### src/rtl/flash_seq_pkg.sv
package flash_seq_pkg;
  typedef enum logic [1:0] {
    OP_PROG = 2'b00,
    OP_SECT = 2'b01,
    OP_CHIP = 2'b10,
    OP_RSVD = 2'b11
  } op_e;

  typedef enum logic [1:0] {
    RC_OK  = 2'b00,
    RC_ERR = 2'b01,
    RC_TMO = 2'b10
  } rc_e;

  typedef enum logic [2:0] {
    S_IDLE,
    S_CMD,
    S_POLL,
    S_CHK1,
    S_CHK2,
    S_RESP
  } st_e;
endpackage

### src/rtl/flash_seq_cmdgen.sv
module flash_seq_cmdgen
  import flash_seq_pkg::*;
#(
  parameter int ADDR_W   = 18,
  parameter int DATA_W   = 8,
  parameter int SECT_LSB = 12
) (
  input  op_e               op,
  input  logic [2:0]        step,
  input  logic [ADDR_W-1:0] addr,
  input  logic [DATA_W-1:0] data,
  output logic [ADDR_W-1:0] wr_addr,
  output logic [DATA_W-1:0] wr_data,
  output logic              last,
  output logic [ADDR_W-1:0] poll_addr
);
  localparam logic [ADDR_W-1:0] A_HI = ADDR_W'(18'h05555);
  localparam logic [ADDR_W-1:0] A_LO = ADDR_W'(18'h02AAA);
  localparam logic [ADDR_W-1:0] SECT_MASK =
    ~((ADDR_W'(1) << SECT_LSB) - ADDR_W'(1));

  logic [ADDR_W-1:0] sect_base;
  assign sect_base = addr & SECT_MASK;

  always_comb begin
    case (op)
      OP_PROG: poll_addr = addr;
      OP_SECT: poll_addr = sect_base;
      default: poll_addr = A_HI;
    endcase
  end

  always_comb begin
    wr_addr = A_HI;
    wr_data = DATA_W'(8'hAA);
    last    = 1'b0;
    case (step)
      3'd0: begin wr_addr = A_HI; wr_data = DATA_W'(8'hAA); end
      3'd1: begin wr_addr = A_LO; wr_data = DATA_W'(8'h55); end
      3'd2: begin
        wr_addr = A_HI;
        wr_data = (op == OP_PROG) ? DATA_W'(8'hA0) : DATA_W'(8'h80);
      end
      3'd3: begin
        if (op == OP_PROG) begin
          wr_addr = addr;
          wr_data = data;
          last    = 1'b1;
        end else begin
          wr_addr = A_HI;
          wr_data = DATA_W'(8'hAA);
        end
      end
      3'd4: begin wr_addr = A_LO; wr_data = DATA_W'(8'h55); end
      default: begin
        last = 1'b1;
        if (op == OP_SECT) begin
          wr_addr = sect_base;
          wr_data = DATA_W'(8'h30);
        end else begin
          wr_addr = A_HI;
          wr_data = DATA_W'(8'h10);
        end
      end
    endcase
  end
endmodule

### src/rtl/flash_seq_status.sv
module flash_seq_status
  import flash_seq_pkg::*;
#(
  parameter int DATA_W = 8
) (
  input  op_e               op,
  input  logic [DATA_W-1:0] rdata,
  input  logic [DATA_W-1:0] wdata,
  output logic              done,
  output logic              match
);
  logic [DATA_W-1:0] expect_q;

  assign expect_q = (op == OP_PROG) ? wdata : {DATA_W{1'b1}};
  assign done     = (rdata[DATA_W-1] == expect_q[DATA_W-1]);
  assign match    = (rdata == expect_q);
endmodule

### src/rtl/flash_seq_poll_timer.sv
module flash_seq_poll_timer #(
  parameter int LIMIT = 7500
) (
  input  logic clk,
  input  logic rst_n,
  input  logic clear,
  input  logic tick,
  output logic expired
);
  localparam int CW = $clog2(LIMIT + 1);

  logic [CW-1:0] cnt;

  always_ff @(posedge clk or negedge rst_n) begin
    if (!rst_n)     cnt <= '0;
    else if (clear) cnt <= '0;
    else if (tick)  cnt <= cnt + CW'(1);
  end

  assign expired = tick && (cnt == CW'(LIMIT - 1));
endmodule

### src/rtl/flash_seq.sv
module flash_seq
  import flash_seq_pkg::*;
#(
  parameter int ADDR_W     = 18,
  parameter int DATA_W     = 8,
  parameter int SECT_LSB   = 12,
  parameter int POLL_LIMIT = 7500
) (
  input  logic              clk,
  input  logic              rst_n,
  input  logic              req_valid,
  output logic              req_ready,
  input  logic [1:0]        req_op,
  input  logic [ADDR_W-1:0] req_addr,
  input  logic [DATA_W-1:0] req_data,
  output logic              rsp_valid,
  output logic [1:0]        rsp_code,
  output logic              fl_cs,
  output logic              fl_we,
  output logic              fl_oe,
  output logic [ADDR_W-1:0] fl_addr,
  output logic [DATA_W-1:0] fl_wdata,
  input  logic [DATA_W-1:0] fl_rdata
);
  st_e               state;
  op_e               op_q;
  logic [2:0]        step;
  logic [ADDR_W-1:0] addr_q;
  logic [DATA_W-1:0] data_q;
  rc_e               rc_q;

  logic [ADDR_W-1:0] wr_addr, poll_addr;
  logic [DATA_W-1:0] wr_data;
  logic              last, done, match, expired;

  flash_seq_cmdgen #(
    .ADDR_W(ADDR_W), .DATA_W(DATA_W), .SECT_LSB(SECT_LSB)
  ) u_cmd (
    .op(op_q), .step(step), .addr(addr_q), .data(data_q),
    .wr_addr(wr_addr), .wr_data(wr_data), .last(last), .poll_addr(poll_addr)
  );

  flash_seq_status #(.DATA_W(DATA_W)) u_stat (
    .op(op_q), .rdata(fl_rdata), .wdata(data_q), .done(done), .match(match)
  );

  flash_seq_poll_timer #(.LIMIT(POLL_LIMIT)) u_tmr (
    .clk(clk), .rst_n(rst_n),
    .clear(state == S_CMD), .tick(state == S_POLL), .expired(expired)
  );

  always_ff @(posedge clk or negedge rst_n) begin
    if (!rst_n) begin
      state  <= S_IDLE;
      op_q   <= OP_PROG;
      step   <= '0;
      addr_q <= '0;
      data_q <= '0;
      rc_q   <= RC_OK;
    end else begin
      case (state)
        S_IDLE: if (req_valid) begin
          op_q   <= op_e'(req_op);
          addr_q <= req_addr;
          data_q <= req_data;
          step   <= '0;
          if (op_e'(req_op) == OP_RSVD) begin
            rc_q  <= RC_ERR;
            state <= S_RESP;
          end else begin
            state <= S_CMD;
          end
        end
        S_CMD: begin
          if (last) state <= S_POLL;
          else      step  <= step + 3'd1;
        end
        S_POLL: begin
          if (done) begin
            state <= S_CHK1;
          end else if (expired) begin
            rc_q  <= RC_TMO;
            state <= S_RESP;
          end
        end
        S_CHK1: begin
          if (match) begin
            state <= S_CHK2;
          end else begin
            rc_q  <= RC_ERR;
            state <= S_RESP;
          end
        end
        S_CHK2: begin
          rc_q  <= match ? RC_OK : RC_ERR;
          state <= S_RESP;
        end
        default: state <= S_IDLE;
      endcase
    end
  end

  assign req_ready = (state == S_IDLE);
  assign fl_we     = (state == S_CMD);
  assign fl_oe     = (state == S_POLL) || (state == S_CHK1) || (state == S_CHK2);
  assign fl_cs     = fl_we || fl_oe;
  assign fl_addr   = fl_we ? wr_addr : (fl_oe ? poll_addr : '0);
  assign fl_wdata  = fl_we ? wr_data : '0;
  assign rsp_valid = (state == S_RESP);
  assign rsp_code  = rc_q;
endmodule

### config.mk
export PLATFORM = sky130hd
export DESIGN_NAME = flash_seq
export DESIGN_NICKNAME = d
export VERILOG_FILES = /design/src/rtl/flash_seq_pkg.sv /design/src/rtl/flash_seq_cmdgen.sv /design/src/rtl/flash_seq_status.sv /design/src/rtl/flash_seq_poll_timer.sv /design/src/rtl/flash_seq.sv
export SDC_FILE = /design/constraint.sdc
export NUM_CORES = 1
export LEC_CHECK = 0
export ABC_AREA = 0
export BUFFER_PORTS_ARGS = -buffer_cell sky130_fd_sc_hd__buf_2
export CAP_MARGIN = 20
export CORE_ASPECT_RATIO = 0.7
export CORE_MARGIN = 2
export CORE_UTILIZATION = 58
export DETAILED_ROUTE_END_ITERATION = 10
export PLACE_DENSITY_LB_ADDON = 0.05
export SLEW_MARGIN = 25
export SYNTH_ARGS = -nofsm -noshare
export SYNTH_HDL_FRONTEND = slang
export SYNTH_SLANG_ARGS = --single-unit
### constraint.sdc
create_clock -name clk -period 4 [get_ports clk]
set_clock_uncertainty 0.05 [all_clocks]
set_input_delay 0.6 -clock clk [delete_from_list [all_inputs] [get_ports clk]]
set_output_delay 0.6 -clock clk [all_outputs]
set_load 0.005 [all_outputs]
# == Yosys cells after proc, flatten, opt, wreduce, memory -nomap -nowiden ==
# Cells that the tools add are included.
# W data, S select, Z words.
# word_totals
input_bits,39
regBits,49
output_inout_bits,33
# classes
n_eq_ne,22
muxes,33
n_reduce_logical,17
n_addsub,2
# op_table
op,n
$mux W18,4
$pmux W18 S3,1
$pmux W18 S2,1
$pmux W8 S4,1
$mux W13,2
$mux W8,3
$mux W3,7
$pmux W3 S5,1
$add A13 B1 Y13 const B,1
$eq A13 B13 Y1 const B,1
$eq A3 B2 Y1 const B,4
$mux W6,2
$mux W2,5
$ne A2 B2 Y1 const B,5
$eq A3 B3 Y1 const B,3
$eq A8 B8 Y1,1
$pmux W2 S4,1
$eq A3 B1 Y1 const B,2
$logic_not A3 Y1,2
$pmux W3 S2,1
$reduce_and A3 Y1,2
$reduce_and A6 Y1,1
$ne A2 B1 Y1 const B,2
$reduce_bool A2 Y1,2
other kinds (14),19

# == Longest topological paths before layout ==
# depth
word_depth,5
depth_mapped,9

# == Cells and area by module ==
# From an unflattened synthesis, not the netlist that was laid out.
# hier_totals
cells_unflattened,325
area_unflattened_um2,3229.3
# by_module_without_submodules
module,area_per_inst_um2,cells_each,instances
flash_seq,1819.2,142,1
flash_seq_poll_timer,678.2,68,1
flash_seq_cmdgen,549.3,85,1
flash_seq_status,182.7,30,1

# == Least setup slack after synthesis ==
# No wires, ideal clock.
# synth_timing
path_type,register -> output
start,register step[0]
end,output port fl_addr[15]
required_ns,3.350
n_path_buf,0
stages_incl_launch_ff,7
arrival_ns,1.677
setup_slack_ns,1.673
path_cell_list,dfrtp_1 > ha_1 > or3b_1 > a211oi_1 > o21ai_1 > a21oi_1 > and2_1
# synth_via
elab_chain_cells,4
word_cells_on_any_way,9
classes_between,eq/ne: 4; mux: 2; reduce/logical: 3
# synth_rtl
item,line_no,text
start: declaration,flash_seq.sv:27,logic [2:0] step;
start signal: assignment,flash_seq.sv:76,else step <= step + 3'd1;
"$eq A3 B1 Y1, or another cell as far along",flash_seq_cmdgen.sv:37,case (step)
$reduce_or A2 Y1 (no source line),-,
$pmux W18 S3 (*),flash_seq_cmdgen.sv:37,
$mux W18 (*),flash_seq.sv:107,assign fl_addr = fl_we ? wr_addr : (fl_oe ? poll_addr : '0);
end: declaration,flash_seq.sv:21,"output logic [ADDR_W-1:0] fl_addr,"
# Mark *: on every way between the ends. The rest lies on a longest branch, timed or not.

# == Worst setup path in the final report ==
# layout_timing
start,register state[2]
end,output port fl_addr[13]
# layout_via
elab_chain_cells,5
word_cells_on_any_way,8
classes_between,eq/ne: 4; mux: 2; reduce/logical: 2
# layout_rtl
item,line_no,text
start: declaration,flash_seq.sv:25,st_e state;
start signal: assignment,flash_seq.sv:54,state <= S_IDLE;
start signal: assignment,flash_seq.sv:69,state <= S_RESP;
start signal: assignment,flash_seq.sv:71,state <= S_CMD;
$eq A3 B2 Y1,flash_seq.sv:105,assign fl_oe = (state == S_POLL) || (state == S_CHK1) || (state == S_CHK2);
$logic_or A1 B1 Y1 (2 in series),flash_seq.sv:105,
$mux W18,flash_seq.sv:107,
$mux W18 (*),flash_seq.sv:107,
# Marks and branches as above.

==> qor.yml <==
status: "completed"
drt_iter0_drc: 179
powerDensity_nw_per_um2: 719
dr.pass1.iters: 4
grtUsageTotal_pct: 27.9
antenna_cells: 0
arrival_ns: 2.50
fillers: 442
setup_viol: 0
critPathLaunchType: "register"
area_growth_pct: 16.0
clockBufferDepth: 2
routedWlPerCell_um: 14.4
tightestPinTransition_ns: 0.794
min_period_ns: 3.15
clk_pin_slew_worst_paths_ns: 0.10
gp_congestion: 0.818
dieArea_sq_um: 5690
via_per_inst: 5.63
port_buffers: 71
num_io_pins: 72
die_height_um: 63.7
antenna_found_initial: 0
rsz0062_at_grt: "false"
crit_fanout: 19
final_common_cell: "nand2_1"
required_ns: 3.35
synth_fp_nets: 420
cts_max_level: 2
cts_tree: "built"
yosysWarnings: 0
root_buffer: "clkbuf_8"
relSlewSlack_pct: 46.9
synthArstFlopShare_pct: 100
grt_max_degree: 50
synth_ff_type: "dfrtp_1"
route.detailed.drc: 0
hold_buffers: 0
drive_above_1_share_pct: 20.9
vias: 2836
crit_type: "register to primary output"
period_share_pct: 78.8
endpoint_kind: "primary output"
cts_setup_buffers: 0
yosys_register_bits: 49
fmax_ghz: 0.317
startpoint: "state[2]"
grt_pass1_vias: 2622
min_path_type: "primary input to async pin"
power.total_mw: 2.46
syn_inst: 375
syn_area_per_cell_sq_um: 7.88
finalWirelength_um: 7270
gr-total-overflow: 0
core_area_sq_um: 4830
r2r_start: "op_q[1]"
dp_hpwl_um: 5170
fin_setup_tns_ns: 0
netlist_area_sq_um: 2950
postRouteAntennaNets: 0
rows: 21
die_w_um: 89.3
cts_sinks: 49
hold_slack_ns: 0.252
start_util_pct: 61.1
most-common-layout-cells: "nand2_1 (119), buf_2 (70), dfrtp_1 (49)"
ys_seq_area_share_pct: 41.5
p_leak_nw: 1.73
ys_types: 56
cts_buffers: 5
grt_first_pass_wirelength_um: 12300
nNetsFinal: 479
clk_latency_ns: 0.31
drv_cap: 0
hold_violations: 0
drv_slew: 0
cts_resized: 0
vdd_drop_max_mv: 0.415
synth_edf_count: 0
-- flip-flops by register name (all words and copies together), names as in the netlist --
signal,cells
addr_q,18
data_q,8
op_q,2
rsp_code,2
state,3
step,3
u_tmr.cnt,13
-- path summary, 6_finish.rpt --
path	endpoint	slack (ns)	cells after the start
min in group clk	data_q[2]	0.42	3
max in group asynchronous	addr_q[7]	3.25	1
min	data_q[4]	0.25	1
min reg2reg	addr_q[17]	0.42	2
max	fl_addr[13]	0.85	6
max reg2reg	rsp_code[1]	1.38	5
-- worst max-delay path: stages (launching register included) --
cell	delay (ns)
dfrtp_1	0.52
or3b_1	0.68
inv_2	0.21
o21ai_1	0.08
a21oi_1	0.37
o2bb2ai_1	0.17
buf_2	0.14
-- power breakdown --
| group | internal (mW) | switching, mW |
|---|---|---|
| Combinational | 0.482 | 0.741 |
| Clock | 0.188 | 0.179 |
| Sequential | 0.670 | 0.203 |
-- cell type report --
class | count | area [sq um] | share of cell area, %
Sequential cell | 49 | 1230 | 35.8
Timing Repair Buffer | 72 | 365 | 10.7
Clock inverter | 3 | 43.8 | 1.28
Tap cell | 69 | 86.3 | 2.52
Clock buffer | 5 | 68.8 | 2.01
Inverter | 9 | 33.8 | 0.986
Multi-Input combinational cell | 297 | 1600 | 46.8
-- cells by family after synthesis --
family	count (synthesis)	synth area share, %
AOI/OAI and AO/OA	81	16.7
adders and majority gates	6	2.54
DFF	49	41.5
xor gates and xnor gates	4	1.19
and+or+nand+nor	200	31.7
buffers and inverters	29	4.36
muxes	6	2.03
-- through the flow --
stage | setup WS, ns | utilization (%) | std cells | instance area (sq um)
CTS | 0.832 | 70.8 | 504 | 3420
finish | 0.849 | 70.9 | 504 | 3430
detailed placement | 1.19 | 68.5 | 496 | 3310
floorplan | 1.67 | - | 375 | 2950
global route | 0.594 | 70.9 | 504 | 3430
global placement | 1.22 | 68.4 | 496 | 3310
-- Yosys cell counts, drive strengths merged (2+ instances only) --
cell,instances,area [sq um]
o21ai,33,169
nand2,120,450
a21boi,2,15.0
mux2i,6,60.1
and2,8,50.1
nor3,5,30.0
or4,2,18.8
or3b,3,28.8
nand4,5,31.3
a22o,2,17.5
a211oi,2,15.0
buf,10,57.6
a32oi,2,17.5
o31ai,3,22.5
nand3,12,60.1
o32ai,2,25.0
nand2b,5,31.3
nor4,5,31.3
nor4bb,2,20.0
dfrtp,49,1230
and3,4,30.0
nor2b,5,31.3
inv,9,33.8
o211ai,3,22.5
or2,3,18.8
a31oi,3,18.8
xor2,4,35.0
a21oi,21,105
ha,6,75.1
clkbuf,10,37.5
nor2,18,70.1
-- per-layer routing --
metal	vias up	track usage [%]	wire length, um
met5	-	0	0
met1	1341	40.2	3370
met3	7	5.37	397
met4	0	7.46	73
li1	1403	-	-
met2	85	42.9	3430
No activity file was read; power rests on OpenSTA's default activity.
